## src/rtl/dep_tok_pkg.sv

```systemverilog
package dep_tok_pkg;
  localparam int FLAG_W = 4;

  // Field order is the encoding seen on req_flags (MSB first).
  typedef struct packed {
    logic take_prev;
    logic give_prev;
    logic take_next;
    logic give_next;
  } dep_flags_t;
endpackage

```

## src/rtl/dep_flag_mask.sv

```systemverilog
module dep_flag_mask
  import dep_tok_pkg::*;
#(
  parameter int NS  = 4,
  parameter int IDX = 0
) (
  input  dep_flags_t raw,
  output dep_flags_t eff
);
  localparam bit HAS_PREV = (IDX > 0);
  localparam bit HAS_NEXT = (IDX < NS - 1);

  generate
    if (HAS_PREV) begin : g_prev
      assign eff.take_prev = raw.take_prev;
      assign eff.give_prev = raw.give_prev;
    end else begin : g_noprev
      assign eff.take_prev = 1'b0;
      assign eff.give_prev = 1'b0;
    end
    if (HAS_NEXT) begin : g_next
      assign eff.take_next = raw.take_next;
      assign eff.give_next = raw.give_next;
    end else begin : g_nonext
      assign eff.take_next = 1'b0;
      assign eff.give_next = 1'b0;
    end
  endgenerate
endmodule

```

## src/rtl/dep_token_cnt.sv

```systemverilog
module dep_token_cnt #(
  parameter int CW = 4
) (
  input  logic          clk,
  input  logic          rst_n,
  input  logic          inc,
  input  logic          dec,
  output logic [CW-1:0] count,
  output logic          ovf
);
  localparam logic [CW-1:0] CMAX = '1;
  localparam logic [CW-1:0] ONE  = CW'(1);

  logic [CW-1:0] cnt_q, cnt_d;
  logic          cnt_en;

  always_comb begin
    cnt_d = cnt_q;
    ovf   = 1'b0;
    unique case ({inc, dec})
      2'b10: begin
        if (cnt_q == CMAX) ovf   = 1'b1;
        else               cnt_d = cnt_q + ONE;
      end
      2'b01: begin
        if (cnt_q != '0) cnt_d = cnt_q - ONE;
      end
      default: cnt_d = cnt_q;
    endcase
  end

  assign cnt_en = inc ^ dec;

  always_ff @(posedge clk or negedge rst_n) begin
    if (!rst_n)      cnt_q <= '0;
    else if (cnt_en) cnt_q <= cnt_d;
  end

  assign count = cnt_q;
endmodule

```

## src/rtl/dep_stage_ctrl.sv

```systemverilog
module dep_stage_ctrl
  import dep_tok_pkg::*;
(
  input  logic       clk,
  input  logic       rst_n,
  input  logic       req_valid,
  input  dep_flags_t flags,
  input  logic       prev_avail,
  input  logic       next_avail,
  input  logic       done,
  output logic       issue,
  output logic       take_prev,
  output logic       take_next,
  output logic       post_prev,
  output logic       post_next
);
  logic       busy_q, busy_d;
  logic [1:0] pend_q, pend_d;   // {give_prev, give_next}
  logic       finish;
  logic       state_en;

  assign issue = req_valid & ~busy_q
               & (~flags.take_prev | prev_avail)
               & (~flags.take_next | next_avail);
  assign take_prev = issue & flags.take_prev;
  assign take_next = issue & flags.take_next;

  assign finish    = done & busy_q;
  assign post_prev = finish & pend_q[1];
  assign post_next = finish & pend_q[0];

  always_comb begin
    busy_d = busy_q;
    pend_d = pend_q;
    if (issue) begin
      busy_d = 1'b1;
      pend_d = {flags.give_prev, flags.give_next};
    end else if (finish) begin
      busy_d = 1'b0;
      pend_d = 2'b00;
    end
  end

  assign state_en = issue | finish;

  always_ff @(posedge clk or negedge rst_n) begin
    if (!rst_n) begin
      busy_q <= 1'b0;
      pend_q <= 2'b00;
    end else if (state_en) begin
      busy_q <= busy_d;
      pend_q <= pend_d;
    end
  end
endmodule

```

## src/rtl/dep_token_ctrl.sv

```systemverilog
module dep_token_ctrl
  import dep_tok_pkg::*;
#(
  parameter int NS = 4,
  parameter int CW = 4
) (
  input  logic                     clk,
  input  logic                     rst_n,
  input  logic [NS-1:0]            req_valid,
  input  logic [NS-1:0][FLAG_W-1:0] req_flags,
  output logic [NS-1:0]            issue,
  input  logic [NS-1:0]            done,
  output logic                     tok_err
);
  localparam int NP = NS - 1;

  // Reset: asserted asynchronously, released on the clock.
  logic rst_meta, rst_sync_n;
  always_ff @(posedge clk or negedge rst_n) begin
    if (!rst_n) begin
      rst_meta   <= 1'b0;
      rst_sync_n <= 1'b0;
    end else begin
      rst_meta   <= 1'b1;
      rst_sync_n <= rst_meta;
    end
  end

  logic [NS-1:0]         take_prev, take_next, post_prev, post_next;
  logic [NS-1:0]         prev_avail, next_avail;
  logic [NP-1:0][CW-1:0] fwd_cnt, bwd_cnt;
  logic [NP-1:0]         fwd_ovf, bwd_ovf;
  logic                  err_q, err_d;

  genvar s, k;
  generate
    for (s = 0; s < NS; s++) begin : g_stage
      dep_flags_t f_eff;

      dep_flag_mask #(.NS(NS), .IDX(s)) u_mask (
        .raw (dep_flags_t'(req_flags[s])),
        .eff (f_eff)
      );

      if (s > 0) begin : g_pa
        assign prev_avail[s] = (fwd_cnt[s-1] != '0);
      end else begin : g_pz
        assign prev_avail[s] = 1'b0;
      end
      if (s < NS - 1) begin : g_na
        assign next_avail[s] = (bwd_cnt[s] != '0);
      end else begin : g_nz
        assign next_avail[s] = 1'b0;
      end

      dep_stage_ctrl u_ctrl (
        .clk        (clk),
        .rst_n      (rst_sync_n),
        .req_valid  (req_valid[s]),
        .flags      (f_eff),
        .prev_avail (prev_avail[s]),
        .next_avail (next_avail[s]),
        .done       (done[s]),
        .issue      (issue[s]),
        .take_prev  (take_prev[s]),
        .take_next  (take_next[s]),
        .post_prev  (post_prev[s]),
        .post_next  (post_next[s])
      );
    end

    for (k = 0; k < NP; k++) begin : g_pair
      // stage k -> stage k+1
      dep_token_cnt #(.CW(CW)) u_fwd (
        .clk   (clk),
        .rst_n (rst_sync_n),
        .inc   (post_next[k]),
        .dec   (take_prev[k+1]),
        .count (fwd_cnt[k]),
        .ovf   (fwd_ovf[k])
      );
      // stage k+1 -> stage k
      dep_token_cnt #(.CW(CW)) u_bwd (
        .clk   (clk),
        .rst_n (rst_sync_n),
        .inc   (post_prev[k+1]),
        .dec   (take_next[k]),
        .count (bwd_cnt[k]),
        .ovf   (bwd_ovf[k])
      );
    end
  endgenerate

  assign err_d = err_q | (|fwd_ovf) | (|bwd_ovf);

  always_ff @(posedge clk or negedge rst_sync_n) begin
    if (!rst_sync_n) err_q <= 1'b0;
    else             err_q <= err_d;
  end

  assign tok_err = err_q;
endmodule

```

## config.mk

```make
export PLATFORM = sky130hd
export DESIGN_NAME = dep_token_ctrl
export DESIGN_NICKNAME = d
export VERILOG_FILES = /design/src/rtl/dep_tok_pkg.sv /design/src/rtl/dep_flag_mask.sv /design/src/rtl/dep_token_cnt.sv /design/src/rtl/dep_stage_ctrl.sv /design/src/rtl/dep_token_ctrl.sv
export SDC_FILE = /design/constraint.sdc
export NUM_CORES = 1
export LEC_CHECK = 0
export BUFFER_PORTS_ARGS = -buffer_cell sky130_fd_sc_hd__buf_2
export CORE_ASPECT_RATIO = 1.4
export CORE_MARGIN = 4
export CORE_UTILIZATION = 40
export CTS_BUF_LIST = sky130_fd_sc_hd__clkbuf_8
export CTS_CLUSTER_SIZE = 30
export DETAILED_ROUTE_END_ITERATION = 8
export SLEW_MARGIN = 40
export SYNTH_ARGS = -nofsm -noshare
export SYNTH_HDL_FRONTEND = slang
export SYNTH_SLANG_ARGS = --single-unit
```

## constraint.sdc

```tcl
create_clock -name clk -period 1.23 [get_ports clk]
set_input_delay 0.123 -clock clk [delete_from_list [all_inputs] [get_ports clk]]
set_output_delay 0.123 -clock clk [all_outputs]
set_load 0.03 [all_outputs]
```

==> results of run 1 <==
[state kept, by name (all words and copies together) (netlist names)]
name / count
g_pair.u_bwd.count: 12
g_stage.u_ctrl.busy_q: 4
tok_err: 1
g_stage.u_ctrl.pend_q: 6
rst_meta: 1
g_pair.u_fwd.count: 12
rst_sync_n: 1
[power groups by stage]
stage / combinational, mW / sequential (mW) / clock (mW)
5_1_grt: 4.59 / 2.22 / 0.935
6_report: 4.23 / 2.15 / 0.857
3_5_place_dp: 3.30 / 2.13 / 0
4_1_cts: 3.85 / 2.14 / 0.890
3_3_place_gp: 3.23 / 2.11 / 0
2_1_floorplan: 1.90 / 2.27 / 0
[worst register-to-register path: stages, from the launching register on]
cell	delay, ns
dfrtp_2	0.42
nor4_4	0.33
a21boi_4	0.09
buf_4	0.14
buf_6	0.11
and4_4	0.17
xor2_1	0.17
ha_2	0.23
nor2_2	0.05
a32oi_2	0.15
xnor2_1	0.14
[synthesized netlist by cell type, drive strengths merged (2+ instances only)]
cell     number  area share, %
a2111oi       2            1.4
a211oi        3            1.0
a21boi        3            1.2
a21o          3            1.0
a21oi         8            1.8
a31oi         5            1.4
a32oi         3            1.2
and2          4            1.2
and3          3           0.86
and4          2           0.92
buf          10            3.3
dfrtp        37             43
ha            6            3.5
inv           9            1.6
mux2          3            1.6
mux2i         3            1.4
nand2        21            3.7
nand2b        3           0.86
nand3        13            3.0
nand3b        2           0.69
nand4         6            1.7
nor2         13            2.2
nor2b         3           0.86
nor3          8            1.8
nor4          6            3.7
o21ai         8            1.8
o32a          3            1.4
or2           2           0.58
or3           3           0.86
xnor2         8            3.2
xor2          7            2.8
[stage by stage]
step | utilization, % | TNS (ns)
finish | 71.0 | -16.96
global route | 71.0 | -19.99
CTS | 66.6 | -16.54
detailed placement | 57.9 | -15.16
global placement | 57.9 | -14.22
floorplan | - | -10.26
[layout make-up]
type	instances	share of cell area, %
clock buffer	6	2.22
clock inverter	1	0.101
inverter	9	0.908
multi-input combinational	166	42.4
sequential	37	25.0
tap	66	2.22
timing repair buffer	127	27.1
[kinds of logic (layout without fill, tap and decap cells)]
group                    count (synthesis)  after routing  share of synthesized area [%]
XOR/XNOR                                15             15                           6.05
buffers and inverters                   20            143                           5.07
AND/OR/NAND/NOR                         90             90                           23.4
multiplexers                             6              6                           2.94
flip-flops                              37             37                           42.6
AO/OA/AOI/OAI                           48             48                           16.3
adder cells (fa/ha/maj)                  6              6                           3.46
other                                    1              1                          0.173
[metal layers]
| metal | wire length (µm) | up-vias | global-route usage, % |
|---|---|---|---|
| met5 | 0 | - | 0 |
| met1 | 2380 | 1062 | 19.8 |
| met4 | 103 | 0 | 5.27 |
| met2 | 3450 | 31 | 33.7 |
| met3 | 185 | 9 | 3.59 |
| li1 | - | 1059 | - |
[timing repair]
action                                 4_1_cts  5_1_grt
gates resized for setup                     56       43
endpoints found under the hold margin        2        0
hold buffers                                 1        0
setup endpoints to repair                   39       39
pin swaps                                   29       44
buffers inserted                            21       11
[path summary, 6_finish.rpt]
path | endpoint | startpoint | slack, ns
min in group asynchronous | rst_sync_n | rst_n | 0.13
max reg2reg | g_pair[0].u_fwd.count[2] | g_pair[0].u_fwd.count[0] | -0.87
min reg2reg | g_pair[2].u_bwd.count[1] | rst_sync_n | 0.20
min | g_stage[2].u_ctrl.pend_q[1] | req_flags[10] | 0.05
max | g_pair[0].u_fwd.count[2] | g_pair[0].u_fwd.count[0] | -0.87
max in group asynchronous | g_pair[1].u_bwd.count[0] | rst_sync_n | 0.71
==> impl_metrics.csv, run 1 <==
group,metric,value,unit
power,power.switching,2.79,mW
place,dpl_cell_area,3030,µm²
grt,grt_max_degree,24,
synth,synth_cell_types,53,
grt,track_usage,17.8,%
clock_tree,clockBufferDepth,2,
worst_setup_path,critPathTopFamily,"simple AND/OR/NAND/NOR gates",
floorplan,dieArea,6690,µm²
layout,final_area,3720,µm²
run,maxCapViolations,0,
sta,hold_viol,0,
clock_tree,clk_pin_slew,0.07,ns
clock_tree,htreeDepth,2,
synth,synth_seq_cells,37,
layout,multiInputGateArea,1580,µm²
power,netSwitchingFraction,38.6,%
worst_setup_path,cp_num_cells,10,
grt,grt_pass1_wl,9540,µm
power,seqPwrFrac,29.7,%
grt,antenna_found_initial,0,
floorplan,die_w,70.3,µm
run_status,status,"finished with violations",
synth,synthFlopType,"dfrtp_1",
worst_setup_path,crit_path_start_kind,"flop",
detailed_routing,drc_errors,0,
detailed_routing,firstDrtPassIters,4,
detailed_routing,vias,2161,
worst_hold_path,hold_path_class,"input port to flop",
worst_hold_path,hold_path_depth,3,
place,placed_cells,383,
worst_setup_path,critical_path_buf_inv_count,2,
sta,min_period_over_period,170,%
grt,grt_pass1_vias,2143,
layout,regArea,931,µm²
synth,synth_fp_nets,255,
power,power_frac_clock,11.8,%
grt,grt_overflow,0,
layout,antenna-diode-count,0,
worst_setup_path,worstPathRequired,1.45,ns
synth,yosysSeqAreaShare,42.6,%
floorplan,pin_count,31,
floorplan,start_util,41.5,%
place,dp_hpwl,3940,µm
clock_tree,cts_root_buf,"clkbuf_8",
sta,fin_ws,-0.866,ns
clock_tree,cts-buffers-inserted,5,
worst_setup_path,max_stage_delay,0.42,ns
synth,syn_area,2170,µm²
sta,rsz0062_at_grt,"true",
clock_tree,cts_tree,"done",
layout,stdcell_count,412,
place,port-buffer-count,26,
power,power_density,1950,nW/µm²
worst_setup_path,cp_max_fo,4,
synth,synth-edff-count,0,
detailed_routing,drtAntennaViolNets,0,
sta,fmax,0.477,GHz
floorplan,fp.dieH,95.2,µm
sta,setup_viol,39,
layout,fill_cells,400,
synth,yosysWarnings,0,
power,total_power,7.24,mW
layout,area_growth,71.3,%
sta,whs,0.0497,ns
detailed_routing,first_iter_violations,65,
worst_setup_path,r2r_cells,10,
sta,skew,0.00546,ns
detailed_routing,routedWlPerCell,14.8,µm
layout,drive_above_1_share,59.0,%
synth,avgSynthCellArea,9.74,µm²
detailed_routing,drt-total-wl,6120,µm
run_status,violations,"setup timing",
layout,nets,378,
clock_tree,clk-insertion-delay-late,0.29,ns
worst_setup_path,path_cells,"nor4_4 -> a21boi_4 -> buf_4 -> buf_6 -> and4_4 -> xor2_1 -> ha_2 -> nor2_2 -> a32oi_2 -> xnor2_1",
worst_setup_path,endpoint_kind,"flop",
sta,min_period,2.10,ns
power,leakage,1.69,nW
layout,mostFrequentLayoutCells,"buf_4, dfrtp_1, buf_6",
worst_setup_path,cpMaxStageDelayCell,"dfrtp_2",
power,p_int,4.44,mW
synth,async_flop_share,100,%
clock_tree,clock_sinks,37,
layout,final_common_cell,"buf_4",
synth,netlist_instances,223,
sta,report.final.slew_viol_count,0,
floorplan,core-area,5240,µm²
worst_setup_path,path_class,"flop to flop",
place,gp_congestion,0.807,
floorplan,num_rows,31,
worst_setup_path,worstPathArrival,2.31,ns
power,vdd_drop_max,1.17,mV
place,post-place-ws,-0.833,ns
power,power_frac_comb,58.5,%
detailed_routing,vias_per_cell,5.25,
No activity file was read; power rests on OpenSTA's default activity.
==> run 2: changes to the inputs <==
--- a/config.mk
+++ b/config.mk
@@ -8,7 +8,7 @@
 export BUFFER_PORTS_ARGS = -buffer_cell sky130_fd_sc_hd__buf_2
 export CORE_ASPECT_RATIO = 1.4
 export CORE_MARGIN = 4
-export CORE_UTILIZATION = 40
+export CORE_UTILIZATION = 39
 export CTS_BUF_LIST = sky130_fd_sc_hd__clkbuf_8
 export CTS_CLUSTER_SIZE = 30
 export DETAILED_ROUTE_END_ITERATION = 8
==> impl_metrics.csv, run 2 (synthesis gave the netlist of run 1 again) <==
group,metric,value,unit
clock_tree,clockBufferDepth,2,
detailed_routing,routedWlPerCell,14.8,µm
run_status,status,"finished with violations",
worst_setup_path,endpoint_kind,"flop",
grt,grt_pass1_vias,2265,
detailed_routing,drtAntennaViolNets,0,
power,power.switching,2.89,mW
power,seqPwrFrac,28.4,%
power,power_frac_clock,14.6,%
detailed_routing,drt-total-wl,6040,µm
detailed_routing,first_iter_violations,62,
power,power_frac_comb,57.0,%
layout,utilization,71.0,%
sta,setup_tns,-17.22,ns
worst_setup_path,crit_path_start_kind,"flop",
place,post-place-ws,-0.814,ns
worst_setup_path,worstPathRequired,1.45,ns
sta,skew,0.00583,ns
grt,antenna_found_initial,0,
grt,track_usage,17.7,%
clock_tree,cts-buffers-inserted,5,
place,port-buffer-count,26,
worst_setup_path,path_class,"flop to flop",
layout,nets,373,
sta,fin_ws,-0.830,ns
worst_setup_path,crit_top_cell,"xor2_1",
worst_setup_path,worstPathArrival,2.28,ns
layout,final_common_cell,"buf_4",
worst_setup_path,cpMaxStageDelayCell,"dfrtp_2",
layout,regArea,931,µm²
sta,hold_viol,0,
worst_setup_path,max_stage_delay,0.43,ns
layout,area_growth,72.4,%
sta,min_period_over_period,167,%
layout,antenna-diode-count,0,
floorplan,die_w,71.1,µm
power,netSwitchingFraction,38.3,%
power,leakage,1.66,nW
floorplan,dieArea,6840,µm²
run_status,violations,"setup timing",
clock_tree,clk_pin_slew,0.08,ns
floorplan,num_rows,31,
layout,fill_cells,384,
clock_tree,htreeDepth,2,
worst_setup_path,path_cells,"nor4_4 -> a21boi_4 -> nand3b_1 -> nor2_2 -> xor2_1 -> ha_2 -> or3_1 -> mux2i_1 -> xor2_1",
detailed_routing,firstDrtPassIters,4,
worst_setup_path,cp_max_fo,2,
sta,fmax,0.485,GHz
grt,grt_overflow,0,
floorplan,fp.dieH,96.3,µm
clock_tree,clk-insertion-delay-late,0.29,ns
layout,drive_above_1_share,59.6,%
grt,grt_pass1_wl,9590,µm
power,power_density,2010,nW/µm²
floorplan,pin_count,31,
place,gp_congestion,0.813,
power,total_power,7.54,mW
detailed_routing,vias_per_cell,5.26,
place,dp_hpwl,3770,µm
sta,setup_viol,39,
clock_tree,cts_tree,"done",
floorplan,start_util,41.2,%
sta,min_period,2.06,ns
grt,grt_max_degree,36,
power,vdd_drop_max,1.20,mV
layout,mostFrequentLayoutCells,"buf_4, dfrtp_1, buf_6",
floorplan,core-area,5280,µm²
sta,whs,0.0393,ns
clock_tree,clock_sinks,37,
detailed_routing,drc_errors,0,
detailed_routing,vias,2145,
sta,rsz0062_at_grt,"true",
worst_hold_path,hold_path_class,"input port to flop",
layout,multiInputGateArea,1600,µm²
run,maxCapViolations,0,
sta,report.final.slew_viol_count,0,
power,p_int,4.65,mW
clock_tree,cts_root_buf,"clkbuf_8",
[run 2: cell count changes in the layout (fill, tap and decap cells not counted), moves of 2 or more]
cell | previous run | this run
a211oi_2 | 0 | 2
buf_4 | 75 | 71
buf_6 | 29 | 27
nand3_2 | 0 | 5
nand3_1 | 13 | 8
[run 2: routing by layer]
metal | track usage, % | wire, µm
met1 | 18.7 | 2290
met2 | 34.8 | 3400
met3 | 2.72 | 199
met4 | 6.43 | 153
met5 | 0 | 0
[run 2: through the flow]
stage,cells,cell area (µm²)
2_1_floorplan,223,2310
6_report,408,3740
5_1_grt,408,3740
3_3_place_gp,377,3000
4_1_cts,398,3480
3_5_place_dp,377,3000
[run 2: worst paths after layout]
check	start	endpoint	slack [ns]	cells after the start
max in group asynchronous	rst_sync_n	g_pair[1].u_bwd.count[0]	0.79	1
min reg2reg	rst_sync_n	g_pair[2].u_bwd.count[1]	0.24	1
min	req_flags[8]	g_stage[2].u_ctrl.pend_q[0]	0.04	3
min in group asynchronous	rst_n	rst_sync_n	0.14	2
max reg2reg	g_pair[0].u_fwd.count[0]	g_pair[1].u_bwd.count[2]	-0.83	9
max	g_pair[0].u_fwd.count[0]	g_pair[1].u_bwd.count[2]	-0.83	9
[run 2: repair_timing]
| action | 4_1_cts | 5_1_grt |
|---|---|---|
| endpoints found under the setup margin | 39 | 39 |
| hold buffers | 1 | 0 |
| endpoints found under the hold margin | 2 | 0 |
| gates resized for setup | 58 | 46 |
| pin swaps | 25 | 46 |
| buffers inserted | 15 | 19 |
[run 2: cell type report]
cell class,count,share of cell area [%]
flip-flops and latches,37,24.9
well taps,66,2.21
repair buffers,122,26.1
multi-input cells,166,42.8
inverters,9,0.902
clock inverters,2,0.902
clock buffers,6,2.21
[run 2: worst max-delay path: cells and delay by family (launching register included)]
kind | cells | cell delay, ns
compound gates | 1 | 0.09
xor+xnor | 2 | 0.30
fa+ha+maj | 1 | 0.20
flops | 1 | 0.43
mux | 1 | 0.16
simple gates | 4 | 0.83
[run 2: power groups by stage]
stage / Combinational, mW / Clock (mW) / Sequential [mW]
5_1_grt: 4.68 / 1.17 / 2.21
4_1_cts: 3.81 / 1.13 / 2.11
6_report: 4.29 / 1.10 / 2.14
3_3_place_gp: 3.19 / 0 / 2.11
3_5_place_dp: 3.27 / 0 / 2.13
2_1_floorplan: 1.90 / 0 / 2.27
==> run 3: changes to the inputs <==
--- a/config.mk
+++ b/config.mk
@@ -12,6 +12,7 @@
 export CTS_BUF_LIST = sky130_fd_sc_hd__clkbuf_8
 export CTS_CLUSTER_SIZE = 30
 export DETAILED_ROUTE_END_ITERATION = 8
+export HOLD_SLACK_MARGIN = 0.06
 export SLEW_MARGIN = 40
 export SYNTH_ARGS = -nofsm -noshare
 export SYNTH_HDL_FRONTEND = slang
==> impl_metrics.csv, run 3 (synthesis gave the netlist of run 1 again) <==
group,metric,value,unit
floorplan,fp.dieH,96.3,µm
sta,report.final.slew_viol_count,0,
place,post-place-ws,-0.814,ns
run,maxCapViolations,0,
power,leakage,1.67,nW
run_status,status,"finished with violations",
layout,stdcell_count,410,
sta,fin_ws,-0.828,ns
floorplan,pin_count,31,
sta,min_period_over_period,167,%
detailed_routing,firstDrtPassIters,4,
worst_setup_path,crit_top_cell,"xor2_1",
worst_hold_path,hold_path_class,"input port to flop",
power,vdd_drop_max,1.20,mV
floorplan,num_rows,31,
clock_tree,clock_sinks,37,
worst_setup_path,endpoint_kind,"flop",
layout,fill_cells,386,
worst_setup_path,crit_path_start_kind,"flop",
sta,fmax,0.486,GHz
grt,track_usage,18.1,%
worst_setup_path,path_cells,"nor4_4 -> a21boi_4 -> nand3b_1 -> nor2_2 -> xor2_1 -> ha_2 -> or3_1 -> mux2i_1 -> xor2_1",
worst_setup_path,max_stage_delay,0.43,ns
layout,mostFrequentLayoutCells,"buf_4, dfrtp_1, buf_6",
place,gp_congestion,0.813,
floorplan,start_util,41.2,%
place,dp_hpwl,3770,µm
floorplan,dieArea,6840,µm²
detailed_routing,drtAntennaViolNets,0,
detailed_routing,drc_errors,0,
sta,hold_viol,0,
clock_tree,clk-insertion-delay-late,0.29,ns
layout,final_common_cell,"buf_4",
grt,grt_pass1_vias,2313,
worst_setup_path,critPathTopFamily,"simple AND/OR/NAND/NOR gates",
floorplan,core-area,5280,µm²
clock_tree,cts_tree,"done",
grt,grt_max_degree,36,
detailed_routing,routedWlPerCell,14.7,µm
sta,min_period,2.06,ns
clock_tree,clk_pin_slew,0.08,ns
place,port-buffer-count,26,
grt,grt_overflow,0,
grt,grt_pass1_wl,9800,µm
power,power_density,2000,nW/µm²
clock_tree,clockBufferDepth,2,
sta,skew,0.00700,ns
layout,area_growth,73.7,%
clock_tree,cts_root_buf,"clkbuf_8",
layout,nets,375,
layout,antenna-diode-count,0,
worst_setup_path,cpMaxStageDelayCell,"dfrtp_2",
detailed_routing,drt-total-wl,6050,µm
worst_setup_path,critical_path_buf_inv_count,0,
layout,utilization,71.5,%
clock_tree,htreeDepth,2,
place,placed_cells,377,
sta,rsz0062_at_grt,"true",
worst_setup_path,cp_max_fo,2,
worst_setup_path,path_class,"flop to flop",
detailed_routing,vias,2155,
clock_tree,cts-buffers-inserted,5,
detailed_routing,first_iter_violations,45,
floorplan,die_w,71.1,µm
detailed_routing,vias_per_cell,5.26,
worst_setup_path,worstPathRequired,1.45,ns
sta,setup_viol,39,
worst_setup_path,worstPathArrival,2.28,ns
run_status,violations,"setup timing",
layout,drive_above_1_share,58.4,%
grt,antenna_found_initial,0,
==> run 3: cell count changes in the layout (fill, tap and decap cells not counted) <==
cell           change
nand2_2            -1
nand2_4            +1
buf_6              -1
dlygate4sd3_1      +5
buf_4              -2
==> run 3: worst register-to-register path: cells and delay by family, from the launching register on <==
family | cells | cell delay (ns)
adder cells (fa/ha/maj) | 1 | 0.20
AND/OR/NAND/NOR | 4 | 0.83
XOR/XNOR | 2 | 0.30
AO/OA/AOI/OAI | 1 | 0.09
flip-flops | 1 | 0.43
multiplexers | 1 | 0.16
==> run 3: layer usage <==
layer	vias to the layer above	wire, µm	GRT usage [%]	part of all wire [%]
li1	1053	-	-	-
met1	1048	2320	18.9	38
met2	41	3390	36.0	56
met3	13	177	2.72	2.9
met4	0	157	6.43	2.6
met5	-	0	0	0
==> run 3: path summary, 6_finish.rpt <==
path	startpoint	end	slack [ns]	depth (start not counted)
min in group asynchronous	rst_n	rst_sync_n	0.14	2
worst min-delay path	req_flags[4]	g_stage[1].u_ctrl.pend_q[0]	0.07	3
max in group asynchronous	rst_sync_n	g_pair[1].u_bwd.count[0]	0.78	1
worst min register to register	rst_sync_n	g_pair[2].u_bwd.count[2]	0.24	1
worst max-delay path	g_pair[0].u_fwd.count[0]	g_pair[1].u_bwd.count[2]	-0.83	9
worst max register to register	g_pair[0].u_fwd.count[0]	g_pair[1].u_bwd.count[2]	-0.83	9
==> run 3: final cells by class <==
type	count	area [µm²]	share of cell area, %
Clock buffer	6	82.6	2.19
Clock inverter	2	33.8	0.896
Inverter	9	33.8	0.896
Multi-Input combinational cell	166	1610	42.6
Sequential cell	37	931	24.7
Tap cell	66	82.6	2.19
Timing Repair Buffer	124	1000	26.5
==> run 3: through the flow <==
| stage | power, mW | hold slack (ns) | setup TNS [ns] | cell area [µm²] |
|---|---|---|---|---|
| final | 7.53 | 0.0681 | -16.99 | 3770 |
| after global routing | 8.06 | 0.0805 | -20.27 | 3770 |
| after CTS | 7.06 | 0.0709 | -16.30 | 3530 |
| after detailed placement | 5.40 | -0.0899 | -14.63 | 3000 |
| after global placement | 5.31 | -0.0929 | -13.95 | 3000 |
| after floorplan | 4.17 | -0.173 | -10.26 | 2310 |
==> run 3: timing repair <==
action,in CTS,in global routing
buffers inserted,15,14
hold endpoints to repair,7,0
setup endpoints to repair,39,39
hold buffers,6,0
resized for setup,58,44
pin swaps,25,40
gates cloned,0,0
==> run 3: where the power goes <==
| group | internal, mW | total [mW] | switching (mW) |
|---|---|---|---|
| combinational | 2.29 | 4.28 | 1.99 |
| clock | 0.653 | 1.10 | 0.448 |
| sequential | 1.70 | 2.14 | 0.441 |
| total | 4.64 | 7.53 | 2.88 |
